## src/rtl/vloop_pkg.sv

```systemverilog
package vloop_pkg;
  typedef enum logic [1:0] {
    VS_IDLE   = 2'd0,
    VS_ARMED  = 2'd1,
    VS_ACTIVE = 2'd2
  } vstate_e;
endpackage

```

## src/rtl/vloop_vl_calc.sv

```systemverilog
module vloop_vl_calc #(
  parameter int MAXVL = 20,
  parameter int CTR_W = 16,
  localparam int VL_W = $clog2(MAXVL + 1)
) (
  input  logic             active,
  input  logic [CTR_W-1:0] ctr,
  output logic [VL_W-1:0]  vl,
  output logic [MAXVL-1:0] lane_en
);
  always_comb begin
    if (!active) begin
      vl = '0;
    end else if (ctr >= CTR_W'(MAXVL)) begin
      vl = VL_W'(MAXVL);
    end else begin
      vl = ctr[VL_W-1:0];
    end
  end

  for (genvar i = 0; i < MAXVL; i++) begin : g_lane
    assign lane_en[i] = (VL_W'(i) < vl);
  end
endmodule

```

## src/rtl/vloop_ctrl.sv

```systemverilog
module vloop_ctrl
  import vloop_pkg::*;
#(
  parameter int NREG  = 32,
  parameter int CTR_W = 16,
  parameter int MAXVL = 20,
  localparam int IDX_W = $clog2(NREG),
  localparam int VL_W  = $clog2(MAXVL + 1)
) (
  input  logic             clk,
  input  logic             rst_n,
  input  logic             setup_valid,
  input  logic [NREG-1:0]  setup_vec_mask,
  input  logic [NREG-1:0]  setup_inv_mask,
  input  logic             wr_valid,
  input  logic [IDX_W-1:0] wr_reg,
  input  logic             ctr_wr_valid,
  input  logic [CTR_W-1:0] ctr_wr_data,
  input  logic             br_valid,
  input  logic [VL_W-1:0]  vl,
  output logic             active,
  output logic [NREG-1:0]  vec_tag,
  output logic [CTR_W-1:0] ctr_q,
  output logic             trk_clr,
  output logic             trk_adv,
  output logic             br_taken,
  output logic             err
);
  vstate_e          state_q, state_d;
  logic [NREG-1:0]  vtag_q, vtag_d, itag_q, itag_d;
  logic [CTR_W-1:0] ctr_d;
  logic             err_d;
  logic             tag_en, ctr_en;
  logic             hit;
  logic [CTR_W-1:0] vl_ext;

  assign active = (state_q == VS_ACTIVE);
  assign vl_ext = CTR_W'(vl);
  assign hit    = wr_valid && vtag_q[wr_reg];
  assign br_taken = br_valid && active && !setup_valid && (ctr_q != vl_ext);

  always_comb begin
    state_d = state_q;
    vtag_d  = vtag_q;
    itag_d  = itag_q;
    ctr_d   = ctr_q;
    err_d   = 1'b0;
    tag_en  = 1'b0;
    ctr_en  = 1'b0;
    trk_clr = 1'b0;
    trk_adv = 1'b0;
    if (setup_valid) begin
      tag_en = 1'b1;
      if (active) begin
        state_d = VS_IDLE;
        vtag_d  = '0;
        itag_d  = '0;
        err_d   = 1'b1;
      end else begin
        vtag_d  = setup_vec_mask & ~setup_inv_mask;
        itag_d  = setup_inv_mask;
        state_d = (|(setup_vec_mask & ~setup_inv_mask)) ? VS_ARMED : VS_IDLE;
      end
    end else if (active && br_valid) begin
      ctr_en = 1'b1;
      ctr_d  = ctr_q - vl_ext;
      if (br_taken) begin
        trk_adv = 1'b1;
      end else begin
        state_d = VS_ARMED;
      end
    end else if (!active && hit) begin
      state_d = VS_ACTIVE;
      trk_clr = 1'b1;
    end else if (!active && ctr_wr_valid) begin
      ctr_en = 1'b1;
      ctr_d  = ctr_wr_data;
    end
  end

  always_ff @(posedge clk or negedge rst_n) begin
    if (!rst_n) begin
      state_q <= VS_IDLE;
      err     <= 1'b0;
    end else begin
      state_q <= state_d;
      err     <= err_d;
    end
  end

  always_ff @(posedge clk or negedge rst_n) begin
    if (!rst_n) begin
      vtag_q <= '0;
      itag_q <= '0;
    end else if (tag_en) begin
      vtag_q <= vtag_d;
      itag_q <= itag_d;
    end
  end

  always_ff @(posedge clk or negedge rst_n) begin
    if (!rst_n) begin
      ctr_q <= '0;
    end else if (ctr_en) begin
      ctr_q <= ctr_d;
    end
  end

  assign vec_tag = vtag_q & ~itag_q;
endmodule

```

## src/rtl/vloop_trackers.sv

```systemverilog
module vloop_trackers #(
  parameter int NREG       = 32,
  parameter int OFF_W      = 16,
  parameter int MAXVL      = 20,
  parameter int ELEM_BYTES = 4,
  localparam int IDX_W = $clog2(NREG),
  localparam int VL_W  = $clog2(MAXVL + 1)
) (
  input  logic             clk,
  input  logic             rst_n,
  input  logic             clr,
  input  logic             adv,
  input  logic [VL_W-1:0]  vl,
  input  logic [NREG-1:0]  vec_tag,
  input  logic [IDX_W-1:0] q_reg,
  output logic [OFF_W-1:0] q_base
);
  logic [OFF_W-1:0] base_q [NREG];
  logic [OFF_W-1:0] step;

  assign step = OFF_W'(vl) * OFF_W'(ELEM_BYTES);

  for (genvar r = 0; r < NREG; r++) begin : g_trk
    logic en;
    assign en = clr || (adv && vec_tag[r]);
    always_ff @(posedge clk or negedge rst_n) begin
      if (!rst_n) begin
        base_q[r] <= '0;
      end else if (en) begin
        base_q[r] <= clr ? '0 : (base_q[r] + step);
      end
    end
  end

  assign q_base = vec_tag[q_reg] ? base_q[q_reg] : '0;
endmodule

```

## src/rtl/vloop_seq.sv

```systemverilog
module vloop_seq #(
  parameter int NREG       = 32,
  parameter int MAXVL      = 20,
  parameter int CTR_W      = 16,
  parameter int OFF_W      = 16,
  parameter int ELEM_BYTES = 4,
  localparam int IDX_W = $clog2(NREG),
  localparam int VL_W  = $clog2(MAXVL + 1)
) (
  input  logic                   clk,
  input  logic                   rst_n,
  input  logic                   setup_valid,
  input  logic [NREG-1:0]        setup_vec_mask,
  input  logic [NREG-1:0]        setup_inv_mask,
  input  logic                   wr_valid,
  input  logic [IDX_W-1:0]       wr_reg,
  input  logic                   ctr_wr_valid,
  input  logic [CTR_W-1:0]       ctr_wr_data,
  input  logic                   br_valid,
  input  logic [IDX_W-1:0]       q_reg,
  output logic                   active,
  output logic [VL_W-1:0]        vl,
  output logic [MAXVL-1:0]       lane_en,
  output logic [MAXVL*OFF_W-1:0] lane_off,
  output logic                   q_is_vec,
  output logic                   br_taken,
  output logic [CTR_W-1:0]       ctr_out,
  output logic                   err
);
  logic [NREG-1:0]  vec_tag;
  logic             trk_clr, trk_adv;
  logic [OFF_W-1:0] q_base;

  vloop_ctrl #(.NREG(NREG), .CTR_W(CTR_W), .MAXVL(MAXVL)) ctrl_i (
    .clk, .rst_n, .setup_valid, .setup_vec_mask, .setup_inv_mask,
    .wr_valid, .wr_reg, .ctr_wr_valid, .ctr_wr_data, .br_valid,
    .vl, .active, .vec_tag, .ctr_q(ctr_out), .trk_clr, .trk_adv,
    .br_taken, .err
  );

  vloop_vl_calc #(.MAXVL(MAXVL), .CTR_W(CTR_W)) vl_i (
    .active, .ctr(ctr_out), .vl, .lane_en
  );

  vloop_trackers #(.NREG(NREG), .OFF_W(OFF_W), .MAXVL(MAXVL),
                   .ELEM_BYTES(ELEM_BYTES)) trk_i (
    .clk, .rst_n, .clr(trk_clr), .adv(trk_adv), .vl, .vec_tag,
    .q_reg, .q_base
  );

  assign q_is_vec = vec_tag[q_reg];

  for (genvar i = 0; i < MAXVL; i++) begin : g_off
    assign lane_off[i*OFF_W +: OFF_W] = q_base + OFF_W'(i * ELEM_BYTES);
  end
endmodule

```

## config.mk

```make
export PLATFORM = sky130hd
export DESIGN_NAME = vloop_seq
export DESIGN_NICKNAME = d
export VERILOG_FILES = /design/src/rtl/vloop_pkg.sv /design/src/rtl/vloop_vl_calc.sv /design/src/rtl/vloop_ctrl.sv /design/src/rtl/vloop_trackers.sv /design/src/rtl/vloop_seq.sv
export SDC_FILE = /design/constraint.sdc
export NUM_CORES = 2
export LEC_CHECK = 0
export CAP_MARGIN = 20
export CORE_MARGIN = 10
export CORE_UTILIZATION = 40
export DETAILED_ROUTE_END_ITERATION = 16
export GPL_TIMING_DRIVEN = 0
export REMOVE_ABC_BUFFERS = 1
export SYNTH_ARGS = -nofsm -noshare
export SYNTH_HDL_FRONTEND = slang
export SYNTH_SLANG_ARGS = --single-unit
```

## constraint.sdc

```tcl
create_clock -name clk -period 7.2 [get_ports clk]
set_input_delay 1.44 -clock clk [delete_from_list [all_inputs] [get_ports clk]]
set_output_delay 1.44 -clock clk [all_outputs]
set_load 0.02 [all_outputs]
```

## Yosys cells after proc, flatten, opt, wreduce, memory -nomap -nowiden

Cells that the tools add are included.

- Add/subtract/negate cells: 52
- Magnitude comparators: 24
- Equality and inequality tests: 4
- Mux-type cells: 66
- Bitwise logic cells: 6
- Reductions and logical operators: 78

Operator list:

| kind | number |
|---|---|
| $mux W16 | 38 |
| $add A16 B7 Y16 | 32 |
| $add A16 B6 Y16 const B | 8 |
| $bmux W16 S5 | 1 |
| $add A16 B5 Y16 const B | 4 |
| $add A16 B7 Y16 const B | 4 |
| $and A32 B32 Y32 | 2 |
| $mux W32 | 2 |
| $not A32 Y32 | 2 |
| $lt A4 B5 Y1 const A | 8 |
| $logic_and A1 B1 Y1 | 38 |
| $add A16 B4 Y16 const B | 2 |
| $logic_or A1 B1 Y1 | 32 |
| $reduce_or A32 Y1 | 1 |
| $lt A3 B5 Y1 const A | 4 |
| $lt A5 B5 Y1 const A | 4 |
| $add A16 B3 Y16 const B | 1 |
| $ge A16 B5 Y1 const B | 1 |
| $mux W1 | 16 |
| $ne A16 B5 Y1 | 1 |
| $sub A16 B5 Y16 | 1 |
| $lt A5 B6 Y1 const B | 2 |
| $bmux W1 S5 | 2 |
| $lt A1 B5 Y1 const A | 2 |
| other kinds (14) | 22 |

- Register bits after elaboration: 595
- Input bits: 96
- Output and inout port bits: 365

## Longest topological paths before layout

- Depth after elaboration: 10
- Depth in mapped cells: 21
- Depth with buffers taken out: 15

## Hierarchy

A second synthesis with hierarchy kept.

- Cells, all modules: 4383
- Area, all modules: 39267.7 um^2

Modules (own cells, without submodules):

| module | times used | cells an instance | area an instance (um^2) | seq. area each (um^2) |
|---|---|---|---|---|
| vloop_trackers | 1 | 3143 | 29774.8 | 11210.8 |
| vloop_ctrl | 1 | 539 | 4805.9 | 2077.0 |
| vloop_seq | 1 | 639 | 4279.1 | 0.0 |
| vloop_vl_calc | 1 | 62 | 407.9 | 0.0 |

## Worst setup path after synthesis

No wires, ideal clock.

- Path type: input to output
- Start point: input q_reg[1]
- End point: output lane_off[309]
- Arrival: 5.403 ns
- Required time: 5.760 ns
- Path slack: 0.357 ns
- Stages on the path: 16
- Cell sequence: buf_4 > buf_6 > buf_4 > buf_4 > buf_4 > buf_6 > mux2i_1 > a221oi_1 > o21ai_0 > a41oi_2 > inv_1 > ha_1 > a31o_2 > xnor2_1 > inv_1 > buf_4

- Word-level cells in the longest chain between the ends: 6

RTL lines:

| item | RTL line | source |
|---|---|---|
| start, declared | vloop_seq.sv:20 | `input logic [IDX_W-1:0] q_reg,` |
| $not A5 Y6 (not written as such) | vloop_trackers.sv:35 | `assign q_base = vec_tag[q_reg] ? base_q[q_reg] : '0;` |
| $bmux W16 S5 | vloop_trackers.sv:35 |  |
| $mux W16 (not written as such) (2 in series) | vloop_trackers.sv:35 |  |
| $mux W16 * | vloop_trackers.sv:35 |  |
| via lane_off[3] | vloop_seq.sv:24 | `output logic [MAXVL*OFF_W-1:0] lane_off,` |
| $add A16 B7 Y16 * | vloop_seq.sv:54 | `assign lane_off[i*OFF_W +: OFF_W] = q_base + OFF_W'(i * ELEM_BYTES);` |
| end, declared | vloop_seq.sv:24 |  |

The timed path passes the listed nets; every way through them passes the cells marked *. The select of a mux whose other input is x is not followed.

## Worst setup path after layout

- Start point: input q_reg[0]
- End point: output lane_off[89]

- Word-level cells in the longest chain between the ends: 6

RTL lines:

| item | RTL line |
|---|---|
| $not A5 Y6 (not written as such) | vloop_trackers.sv:35 |
| $bmux W16 S5 | vloop_trackers.sv:35 |
| $mux W16 (not written as such) (2 in series) | vloop_trackers.sv:35 |
| $mux W16 * | vloop_trackers.sv:35 |
| $add A16 B5 Y16 * | vloop_seq.sv:54 |

Mark *: on every way between the ends. The rest lies on a longest branch, timed or not. The select of a mux whose other input is x is not followed.

==> results.tsv <==
metric	value	unit
status	finished with violations	
violations	setup timing	
drv_cap	0	
place_ws	-2.46	ns
overflow	0	
topRoutingLayerUsed	met5	
hold_violations	0	
fin_total_pwr	7.57	mW
setup_viol	5	
timing.rr.end	trk_i.base_q[415]	
critPathKind	input pin to output port	
core_area	0.0953	mm2
wl_met1	60500	um
hold_path_class	flop to flop	
dr_wl_met3	10300	um
cts.sinks	531	
hp-start	trk_i.base_q[421]	
synth_seq_cells	531	
drt_iter0_drc	3031	
finalClockSkew	0.0232	ns
synth_edf_count	0	
worstHoldEndpoint	trk_i.base_q[421]	
slew_viol_final	0	
wl_per_cell	23.3	um
cp.arrival	5.77	ns
max_slew_margin	26.4	%
avgViaCountPerCell	5.70	
worst_pin_slew	1.09	ns
io_buffers	420	
period_share	100	%
postSynthAreaPerCell	8.89	um2
die_h	330	um
path_max_fanout	39	
holdWs	0.520	ns
ios	461	
worst_slack	-0.00689	ns
yosysSeqAreaShare	34.5	%
reg2reg_slack	1.25	ns
fmax	139	MHz
wl_met2	63500	um
synth_cells	4329	
finalCriticalPeriod	7.21	ns
numPlacedInstances	5800	
final_nets	4907	
synthToLayoutAreaGrowth	21.6	%
hold_depth	2	
vias	33872	
core.rowCount	113	
die_w	330	um
r2r_cells	12	
final_area	0.0468	mm2
grt_setup_unrepaired	yes	
cts_max_path_buffers	3	
cts_max_level	3	
drc	0	
start_util	40.4	%
ys_warn_count	0	
endpoint_kind	output port	
synth_ff_type	dfrtp_1	
synth_area	0.0385	mm2
async_reset_ff_share	100	%
synth_cell_type_count	89	
finish.utilization	49.1	%
start_kind	input pin	
clk_pin_slew_worst_paths	0.05	ns
insertion_delay	0.61	ns
grt_pass1_wl	207000	um
regArea	0.0133	mm2
worstPathRequired	5.76	ns
finalNonFillerCells	5942	
grt_pass1_vias	32104	
fill_cells	8863	
routed_wl	139000	um
cts_tree	yes	
ir_drop	0.000161	V
r2r_start	ctrl_i.ctr_q[9]	
antenna_left	0	
layout_commonest_cell	dfrtp_1	
multi_input_area	0.0235	mm2
tns	-0.0215	ns
first_pass_iters	6	
leakagePower	20.9	nW
drive_gt1_share	8.81	%
cts_buffers	66	
placed_cell_area	0.0438	mm2
mostFrequentLayoutCells	531 x dfrtp_1, 435 x nor2_1, 372 x nand2_1	
place.gp.congestion	0.911	
die-area	0.109	mm2
grt_max_degree	115	
grt_use_total	24.5	%
cts-root-buf	clkbuf_16	
grt_antenna_before_repair	5	
place_hpwl	102000	um
power_density	162	mW/mm2
worst max path at each step:
stage	to	slack, ns	cells after the start	start
3_3_place_gp	trk_i.base_q[332]	-20.99	1	rst_n
5_1_grt	lane_off[217]	-0.16	15	q_reg[0]
3_5_place_dp	lane_off[44]	-2.46	14	q_reg[0]
6_report	lane_off[89]	-0.007	14	q_reg[0]
4_1_cts	lane_off[248]	0.0008	15	q_reg[0]
2_1_floorplan	trk_i.base_q[206]	-6.80	8	wr_reg[0]
per-layer routing:
metal,vias to the layer above,track usage (%)
li1,15799,-
met4,4,7.80
met1,16741,33.7
met2,1107,38.3
met5,-,0
met3,221,5.18
Yosys cell counts, drive strengths merged, types with 100 or more instances:
cell,n,share of area [%]
dfrtp,531,35
nor2,441,4.3
nand2,382,3.8
nand3,342,4.5
xnor2,326,7.4
o21ai,272,3.5
buf,194,3.6
ha,182,5.9
xor2,182,4.1
inv,163,1.6
a21oi,157,2.1
nor3,131,1.7
clkbuf,104,1.0
or3,100,1.6
what timing repair did:
action                                  4_1_cts  5_1_grt
hold buffers                                  0        0
pin swaps                                     3        1
resized for setup                           132       50
setup buffers                                13        7
gates cloned                                  5        0
endpoints found under the setup margin      269      112
state kept, by name, summed over array words and instances (netlist names):
name            flops
ctrl_i.vtag_q      32
ctrl_i.ctr_q       16
ctrl_i.err          1
ctrl_i.state_q      2
ctrl_i.itag_q      32
trk_i.base_q      448
layout make-up:
class	instances	area share [%]
sequential	531	28.4
clock buffer	106	4.37
multi-input combinational	3373	50.2
tap	1265	3.38
inverter	166	1.40
antenna	2	0.0107
clock inverter	8	0.275
timing repair buffer	491	12.0
power by group:
part           leakage (nW)  switching, mW  internal, mW
Combinational          12.6          0.641         0.408
Sequential             7.29         0.0769          3.04
Clock                  1.06           1.35          2.05
logic make-up after synthesis:
logic type	after synthesis	synth area share [%]
other	1	0.00974
XOR/XNOR	508	11.6
flip-flops	531	34.5
multiplexers	191	8.22
AND/OR/NAND/NOR	1674	20.8
adder cells (fa/ha/maj)	183	5.94
buffers and inverters	464	6.20
AO/OA/AOI/OAI	777	12.8
critical path, cell delays in order:
cell	delay, ns
buf_16	0.23
bufbuf_16	0.47
mux4_2	0.56
a22oi_1	0.29
and3_1	0.35
nand2_1	0.18
nand2_4	0.29
ha_1	0.20
o31ai_1	0.10
a31oi_2	0.40
nand2_1	0.18
nor2_1	0.15
xnor2_1	0.17
clkdlybuf4s50_1	0.66
Note: power is estimated with default switching activity, not from simulation.
